<file path="src/rtl/ocl_pkg.sv">
`timescale 1ns/1ps
package ocl_pkg;

   typedef logic [1:0] dur_code_t;

   function automatic int unsigned max4(input int unsigned a, input int unsigned b,
                                        input int unsigned c, input int unsigned d);
      int unsigned m;
      m = a;
      if (b > m) m = b;
      if (c > m) m = c;
      if (d > m) m = d;
      return m;
   endfunction

   function automatic int unsigned width_for(input int unsigned v);
      int unsigned w;
      w = 1;
      while ((64'd1 << w) <= 64'(v)) w = w + 1;
      return w;
   endfunction

endpackage

</file>
<file path="src/rtl/ocl_blank_timer.sv">
`timescale 1ns/1ps
module ocl_blank_timer
   import ocl_pkg::*;
#(
   parameter int unsigned LEN0  = 2,
   parameter int unsigned LEN1  = 4,
   parameter int unsigned LEN2  = 8,
   parameter int unsigned LEN3  = 16,
   parameter int unsigned CNT_W = 5
) (
   input  logic      clk,
   input  logic      rst_n,
   input  logic      cyc_start,
   input  dur_code_t code,
   output logic      blank_active
);

   localparam logic [CNT_W-1:0] RELOAD0 = CNT_W'(LEN0 - 1);
   localparam logic [CNT_W-1:0] RELOAD1 = CNT_W'(LEN1 - 1);
   localparam logic [CNT_W-1:0] RELOAD2 = CNT_W'(LEN2 - 1);
   localparam logic [CNT_W-1:0] RELOAD3 = CNT_W'(LEN3 - 1);

   logic [CNT_W-1:0] remain_q;
   logic [CNT_W-1:0] reload;

   always_comb begin
      unique case (code)
         2'd0:    reload = RELOAD0;
         2'd1:    reload = RELOAD1;
         2'd2:    reload = RELOAD2;
         default: reload = RELOAD3;
      endcase
   end

   always_ff @(posedge clk or negedge rst_n) begin
      if (!rst_n) begin
         remain_q <= '0;
      end else if (cyc_start) begin
         remain_q <= reload;
      end else if (remain_q != '0) begin
         remain_q <= remain_q - 1'b1;
      end
   end

   assign blank_active = cyc_start | (remain_q != '0);


   window_open_chk: assert property (@(posedge clk) disable iff (!rst_n)
      (cyc_start && reload != '0) |=> blank_active);

endmodule

</file>
<file path="src/rtl/ocl_debounce.sv">
`timescale 1ns/1ps
module ocl_debounce
   import ocl_pkg::*;
#(
   parameter int unsigned LEN0  = 1,
   parameter int unsigned LEN1  = 2,
   parameter int unsigned LEN2  = 4,
   parameter int unsigned LEN3  = 8,
   parameter int unsigned CNT_W = 4
) (
   input  logic      clk,
   input  logic      rst_n,
   input  logic      cyc_start,
   input  logic      qual,
   input  dur_code_t code,
   output logic      accept
);

   localparam logic [CNT_W-1:0] LIM0 = CNT_W'(LEN0 - 1);
   localparam logic [CNT_W-1:0] LIM1 = CNT_W'(LEN1 - 1);
   localparam logic [CNT_W-1:0] LIM2 = CNT_W'(LEN2 - 1);
   localparam logic [CNT_W-1:0] LIM3 = CNT_W'(LEN3 - 1);

   logic [CNT_W-1:0] run_q;
   logic [CNT_W-1:0] limit;

   always_comb begin
      unique case (code)
         2'd0:    limit = LIM0;
         2'd1:    limit = LIM1;
         2'd2:    limit = LIM2;
         default: limit = LIM3;
      endcase
   end

   always_ff @(posedge clk or negedge rst_n) begin
      if (!rst_n) begin
         run_q <= '0;
      end else if (cyc_start || !qual) begin
         run_q <= '0;
      end else if (run_q < limit) begin
         run_q <= run_q + 1'b1;
      end
   end

   assign accept = qual & ~cyc_start & (run_q >= limit);


   low_restart_chk: assert property (@(posedge clk) disable iff (!rst_n)
      !qual |=> (run_q == '0));


   strobe_restart_chk: assert property (@(posedge clk) disable iff (!rst_n)
      cyc_start |=> (run_q == '0));

endmodule

</file>
<file path="src/rtl/ocl_fault_hold.sv">
`timescale 1ns/1ps
module ocl_fault_hold (
   input  logic clk,
   input  logic rst_n,
   input  logic cyc_start,
   input  logic accept,
   input  logic flag_clr,
   output logic fault_q,
   output logic flag_q
);

   always_ff @(posedge clk or negedge rst_n) begin
      if (!rst_n) begin
         fault_q <= 1'b0;
      end else if (cyc_start) begin
         fault_q <= 1'b0;
      end else if (accept) begin
         fault_q <= 1'b1;
      end
   end

   always_ff @(posedge clk or negedge rst_n) begin
      if (!rst_n) begin
         flag_q <= 1'b0;
      end else if (accept) begin
         flag_q <= 1'b1;
      end else if (flag_clr) begin
         flag_q <= 1'b0;
      end
   end


   flag_follows_chk: assert property (@(posedge clk) disable iff (!rst_n)
      $rose(fault_q) |-> flag_q);


   clear_works_chk: assert property (@(posedge clk) disable iff (!rst_n)
      (flag_clr && !accept) |=> !flag_q);

endmodule

</file>
<file path="src/rtl/ocl_out_gate.sv">
`timescale 1ns/1ps
module ocl_out_gate #(
   parameter int unsigned N_OUT = 4
) (
   input  logic             kill,
   input  logic [N_OUT-1:0] drv_in,
   output logic [N_OUT-1:0] drv_out
);

   for (genvar i = 0; i < N_OUT; i++) begin : g_lane
      assign drv_out[i] = drv_in[i] & ~kill;
   end

endmodule

</file>
<file path="src/rtl/ocp_cycle_limiter.sv">
`timescale 1ns/1ps
module ocp_cycle_limiter
   import ocl_pkg::*;
#(
   parameter int unsigned N_OUT   = 4,
   parameter int unsigned BLANK0  = 2,
   parameter int unsigned BLANK1  = 4,
   parameter int unsigned BLANK2  = 8,
   parameter int unsigned BLANK3  = 16,
   parameter int unsigned DEB0    = 1,
   parameter int unsigned DEB1    = 2,
   parameter int unsigned DEB2    = 4,
   parameter int unsigned DEB3    = 8
) (
   input  logic             clk,
   input  logic             rst_n,
   input  logic             cyc_start,
   input  logic             trip_in,
   input  logic [1:0]       blank_sel,
   input  logic [1:0]       deb_sel,
   input  logic             flag_clr,
   input  logic [N_OUT-1:0] pwm_in,
   output logic [N_OUT-1:0] pwm_out,
   output logic             ocp_flag
);

   localparam int unsigned BLANK_MAX = max4(BLANK0, BLANK1, BLANK2, BLANK3);
   localparam int unsigned DEB_MAX   = max4(DEB0, DEB1, DEB2, DEB3);
   localparam int unsigned BCNT_W    = width_for(BLANK_MAX);
   localparam int unsigned DCNT_W    = width_for(DEB_MAX);

   if (N_OUT < 1) begin : g_bad_nout
      $error("ocp_cycle_limiter: N_OUT must be at least 1");
   end
   if (BLANK0 < 1 || BLANK1 < BLANK0 || BLANK2 < BLANK1 || BLANK3 < BLANK2) begin : g_bad_blank
      $error("ocp_cycle_limiter: blanking lengths must be >= 1 and non-decreasing");
   end
   if (DEB0 < 1 || DEB1 < DEB0 || DEB2 < DEB1 || DEB3 < DEB2) begin : g_bad_deb
      $error("ocp_cycle_limiter: debounce lengths must be >= 1 and non-decreasing");
   end

   logic blank_active;
   logic qual;
   logic accept;
   logic fault_q;
   logic kill;

   ocl_blank_timer #(
      .LEN0 (BLANK0), .LEN1 (BLANK1), .LEN2 (BLANK2), .LEN3 (BLANK3),
      .CNT_W(BCNT_W)
   ) u_blank (
      .clk         (clk),
      .rst_n       (rst_n),
      .cyc_start   (cyc_start),
      .code        (blank_sel),
      .blank_active(blank_active)
   );

   assign qual = trip_in & ~blank_active;

   ocl_debounce #(
      .LEN0 (DEB0), .LEN1 (DEB1), .LEN2 (DEB2), .LEN3 (DEB3),
      .CNT_W(DCNT_W)
   ) u_deb (
      .clk      (clk),
      .rst_n    (rst_n),
      .cyc_start(cyc_start),
      .qual     (qual),
      .code     (deb_sel),
      .accept   (accept)
   );

   ocl_fault_hold u_hold (
      .clk      (clk),
      .rst_n    (rst_n),
      .cyc_start(cyc_start),
      .accept   (accept),
      .flag_clr (flag_clr),
      .fault_q  (fault_q),
      .flag_q   (ocp_flag)
   );

   assign kill = fault_q & ~cyc_start;

   ocl_out_gate #(.N_OUT(N_OUT)) u_gate (
      .kill   (kill),
      .drv_in (pwm_in),
      .drv_out(pwm_out)
   );


   dark_after_accept_chk: assert property (@(posedge clk) disable iff (!rst_n)
      (accept && !cyc_start) |=> (cyc_start || pwm_out == '0));


   strobe_pass_chk: assert property (@(posedge clk) disable iff (!rst_n)
      cyc_start |-> (pwm_out == pwm_in));


   blank_no_accept_chk: assert property (@(posedge clk) disable iff (!rst_n)
      blank_active |-> !accept);

endmodule

</file>
<file path="config.mk">
export PLATFORM = sky130hd
export DESIGN_NAME = ocp_cycle_limiter
export DESIGN_NICKNAME = d
export VERILOG_FILES = /design/src/rtl/ocl_pkg.sv /design/src/rtl/ocl_blank_timer.sv /design/src/rtl/ocl_debounce.sv /design/src/rtl/ocl_fault_hold.sv /design/src/rtl/ocl_out_gate.sv /design/src/rtl/ocp_cycle_limiter.sv
export SDC_FILE = /design/constraint.sdc
export NUM_CORES = 1
export LEC_CHECK = 0
export BUFFER_PORTS_ARGS = -buffer_cell sky130_fd_sc_hd__buf_2
export CAP_MARGIN = 20
export CORE_MARGIN = 2
export CORE_UTILIZATION = 49
export CTS_CLUSTER_DIAMETER = 40
export DETAILED_ROUTE_END_ITERATION = 8
export PLACE_DENSITY = 0.77
export SLEW_MARGIN = 20
export SYNTH_ARGS = -nofsm -noshare
export SYNTH_HDL_FRONTEND = slang
export SYNTH_SLANG_ARGS = --single-unit
</file>
<file path="constraint.sdc">
create_clock -name clk -period 1.9 [get_ports clk]
set_input_delay 0.095 -clock clk [delete_from_list [all_inputs] [get_ports clk]]
set_output_delay 0.095 -clock clk [all_outputs]
set_load 0.01 [all_outputs]
</file>
; ---- After elaboration in Yosys (flattened, before gate mapping)
; Cells that the tools add are included.
[word_totals]
ff_bits = 11
in_bits = 13
out_inout_bits = 5
[classes]
add_sub_neg = 2
order_cmp = 2
n_eq_ne = 4
muxes = 10
bitwise = 12
reduce_logical = 9
[op_table]
columns = operator, count
row1 = $pmux 4 s3, 1
row2 = $mux 5, 2
row3 = $pmux 3 s3, 1
row4 = $and 1x1->1, 8
row5 = $mux 4, 2
row6 = $reduce_bool 2->1, 4
row7 = $reduce_bool 5->1, 1
row8 = $sub 5x1->5 const B, 1
row9 = $add 4x1->4 const B, 1
row10 = $eq 2x1->1 const B, 2
row11 = $eq 2x2->1 const B, 2
row12 = $ge 4x3->1, 1
row13 = $logic_not 2->1, 2
row14 = $lt 4x3->1, 1
row15 = $mux 1, 4
row16 = $not 1->1, 3
row17 = $logic_not 1->1, 1
row18 = $logic_or 1x1->1, 1
row19 = $or 1x1->1, 1

; ---- Depth between registers and ports, before layout
[logic_depth]
depth_word = 8
ltp_mapped = 5
ltp_nobuf = 5

; ---- By module
; A second synthesis with hierarchy kept.
[hier_totals]
cells_unflattened = 70
area_unflattened_um2 = 699.4
[by_module_without_submodules]
columns = mod, instances, cells_per_inst, area_each_um2, seq_area_each_um2
row1 = ocl_debounce, 1, 32, 292.8, 100.1
row2 = ocl_blank_timer, 1, 26, 285.3, 125.1
row3 = ocl_fault_hold, 1, 6, 68.8, 50.0
row4 = ocp_cycle_limiter, 1, 2, 27.5, 0.0
row5 = ocl_out_gate, 1, 4, 25.0, 0.0

; ---- Worst setup path after synthesis
; Ideal clock, no wire load.
[synth_timing]
path_type = register to register
from = reg u_deb.run_q[2]
to = reg u_hold.flag_q
arrival_time_ns = 1.533
t_required_ns = 1.753
path_slack_ns = 0.220
stages_incl_launch_ff = 5
path_buffers = 0
cell_sequence = dfrtp_1 > ha_1 > a211o_1 > o311ai_0 > o21ai_0
[synth_via]
elab_chain_len = 3
word_cells_on_any_way = 4
cone_classes = 1 x order compare / 1 x mux / 1 x bitwise / 1 x reduce/logical
[synth_lines]
columns = element, line
row1 = from (decl), ocl_debounce.sv:24  ; logic [CNT_W-1:0] run_q;
row2 = from (signal assigned), ocl_debounce.sv:42  ; run_q <= run_q + 1'b1;
row3 = $ge 4x3->1 *, ocl_debounce.sv:46  ; assign accept = qual & ~cyc_start & (run_q >= limit);
row4 = $and 1x1->1 *, ocl_debounce.sv:46
row5 = $mux 1 / $reduce_bool 2->1 (equally long branches), -
row6 = to (signal assigned), ocl_fault_hold.sv:24  ; flag_q <= 1'b0;
row7 = to (signal assigned), ocl_fault_hold.sv:26  ; flag_q <= 1'b1;
row8 = to (signal assigned), ocl_fault_hold.sv:28  ; flag_q <= 1'b0;
row9 = to (decl), ocl_fault_hold.sv:9  ; output logic flag_q
; Every way passes the cells marked *; elsewhere a longest branch is shown, timed or not.
; A chain may end at the register's enable or synchronous reset.

; ---- Worst setup path after layout
[layout_timing]
from = reg u_deb.run_q[2]
to = reg u_deb.run_q[2]
[layout_via]
elab_chain_len = 3
word_cells_on_any_way = 5
cone_classes = 1 x add/sub / 1 x order compare / 2 x mux / 1 x reduce/logical
[layout_lines]
columns = element, line
row1 = $add 4x1->4, ocl_debounce.sv:42
row2 = $mux 4, ocl_debounce.sv:41  ; end else if (run_q < limit) begin
row3 = $mux 4, ocl_debounce.sv:39  ; end else if (cyc_start || !qual) begin
; Parallel ways exist; a longest one is shown, timed or not. The select of a mux whose other input is x is not followed.

==> metrics <==
Reg clk slew, reported paths=60 ps; CP bufs+invs=0; Layout Skew=1.30 ps; main combinational cell family by area after synthesis=simple AND/OR/NAND/NOR gates; first-pass GRT wire length=2020 microns; XOR/XNOR share of the synthesized area=0.0395; Metal-1 WL=572 microns; met3 wire length=100 microns; post-synthesis sequential area ratio=0.414; Finished Layout Cells=105; Final Setup Violations=0; largest net degree at the start of global routing=12; Crit Path Class=register to register; dpl hpwl=1070 microns; Max stage delay cell, worst path=dfrtp_1; layout cells sized above 1=0.267; top layer in use=met3; grt ovf=0; area delta synth->final=20.5%; DR pass1 iterations=4; met2 wire len=598 microns; gr usage total=0.191; post-CTS setup buffer count=0; H-tree depth=1; Adder-Cell Fraction of Synth Area=0.0940; Critical Path RT=2080 ps; Syn. warnings=0; measured slew at the worst slew-check pin=442 ps; Post-Syn Area=666 sq um; period utilization=0.927; Starting DRT DRC Count=13; Final min period=1760 ps; DR vias/cell=5.36; Die Wd=40.9 microns; cell count after placement=100; # rows=13; TNS Setup=0 ps; CP Launch Type=register; CTS tree=yes; Cell Pwr Density=646 nW/um^2; worst skew pair latency=260 ps; Fmax achieved=568 MHz; Syn Inst Count=69; Die H=40.9 microns; vias in the first global route=496; Num Clock Sinks=11; Initial Utilization=0.518; Crit. End Element=register; crit-path cells=ha_1 > a211o_1 > or4_1 > a21oi_1; fill count=116; worst-path maximum fanout=5; total CTS buffers=3; Final #Nets=109; worst hold path class=input port to register; Final Hold Fails=0; outcome=complete, no violations; Final Wtd Congestion=0.772; root buffer cell=clkbuf_4; Placement Cell Area=766 sq um; most frequent cells in the layout=buf_2, dfrtp_1, inv_1; final instance area=802 sq um; initial antenna violation count=0; Synth Area in Compound Gates=0.145; post-route DRC violation count=0; max incr delay on CP=410 ps; Worst Path Arrival=1950 ps; Port Buffers=17; core area=1280 sq um; Wirelength per Cell=12.1 microns; Post-Synth Simple-Gate Area=0.254; fin. max-slew vios=0; Antenna Cells=0; delay-heaviest family, CP=compound AO/OA/AOI/OAI gates; synthesis-stage register bit count=11; total die area=1670 sq um; Max-slew headroom=0.704; WL final=1270 microns; number of library cell types mapped by synthesis=28; Avg Cell Area, Syn=9.65 sq um; peak supply drop=0.000472 V; post-synth net total=87; most common cell after layout, fill and taps aside=buf_2; RSZ-0062 raised after global routing=false; Leak=0.000401 uW; IO Pins=18; worst-case clock buffer depth=2; number of routed nets with antenna violations=0; mux contribution to synthesized area=0.0150; via count=563; Max Cap Viol=0
through the flow:
step | setup slack [ps] | hold WS (ps) | power, uW | utilization
floorplan | 220 | -201 | 335 | -
global placement | 145 | -25.3 | 365 | 0.596
detailed placement | 78.4 | -30.6 | 373 | 0.596
CTS | 59.9 | 11.7 | 527 | 0.624
global route | 21.4 | 10.6 | 562 | 0.624
finish | 138 | 19.4 | 518 | 0.624
state kept, by name (all words and copies together) (netlist names):
name              count
u_blank.remain_q      5
u_deb.run_q           4
u_hold.fault_q        1
u_hold.flag_q         1
final timing paths:
| kind | cells past startpoint | slack [ps] | to | start |
|---|---|---|---|---|
| min in group asynchronous | 2 | 220 | u_hold.fault_q$_DFFE_PN0P_ | rst_n |
| max reg2reg | 4 | 140 | u_deb.run_q[2]$_DFFE_PN0P_ | u_deb.run_q[2]$_DFFE_PN0P_ |
| max in group asynchronous | 2 | 1480 | u_deb.run_q[1]$_DFFE_PN0P_ | rst_n |
| max | 4 | 140 | u_deb.run_q[2]$_DFFE_PN0P_ | u_deb.run_q[2]$_DFFE_PN0P_ |
| min reg2reg | 2 | 520 | u_hold.flag_q$_DFFE_PN0P_ | u_hold.flag_q$_DFFE_PN0P_ |
| min | 2 | 20 | u_hold.flag_q$_DFFE_PN0P_ | flag_clr |
repair_timing:
action | CTS | global route
endpoints found under the setup margin | 0 | 2
hold buffers | 1 | 0
gates resized for setup | 0 | 1
hold endpoints to repair | 11 | 0
power by group:
| group | total, uW | switching [uW] | internal [uW] |
|---|---|---|---|
| combinational | 102 | 49.5 | 52.9 |
| clock | 149 | 68.4 | 81.0 |
| sequential | 267 | 17.3 | 249 |
cell type report:
cell class                      instances  area, sq um  area share
Timing Repair Buffer                   18         95.1       0.119
Multi-Input combinational cell         51          364       0.454
Tap cell                               15         18.8      0.0234
Sequential cell                        11          275       0.343
Inverter                                6         22.5      0.0281
Clock buffer                            4         26.3      0.0328
cells by family (layout without fill, tap and decap cells):
group	after synthesis	count (layout)
flip-flops	11	11
adder cells (fa/ha/maj)	5	5
XOR/XNOR	3	3
AND/OR/NAND/NOR	27	27
multiplexers	1	1
AO/OA/AOI/OAI	15	15
buffers and inverters	7	28
metal layers:
| layer | vias to the layer above | GRT usage |
|---|---|---|
| met5 | - | 0 |
| met4 | 0 | 0.0250 |
| met3 | 0 | 0.0815 |
| met2 | 18 | 0.320 |
| met1 | 260 | 0.230 |
| li1 | 285 | - |
synth_stat cells (all sizes together):
cell type	number	area, sq um
nor4b	1	23.8
ha	5	62.6
a31oi	1	6.26
and3	2	13.8
nand3	3	15.0
dfrtp	11	275
o31ai	3	22.5
a211o	1	8.76
inv	6	22.5
mux2i	1	10.0
nand3b	1	7.51
a211oi	1	7.51
nand2	5	18.8
nor2b	1	6.26
or2	1	6.26
o311ai	1	8.76
clkbuf	1	3.75
and2	4	25.0
o21ai	3	15.0
xnor2	3	26.3
a21oi	4	20.0
nand2b	3	18.8
nor3	1	5.00
and3b	1	10.0
o21a	1	7.51
nor2	3	11.3
or4	1	7.51
(Power assumes the default switching activity.)
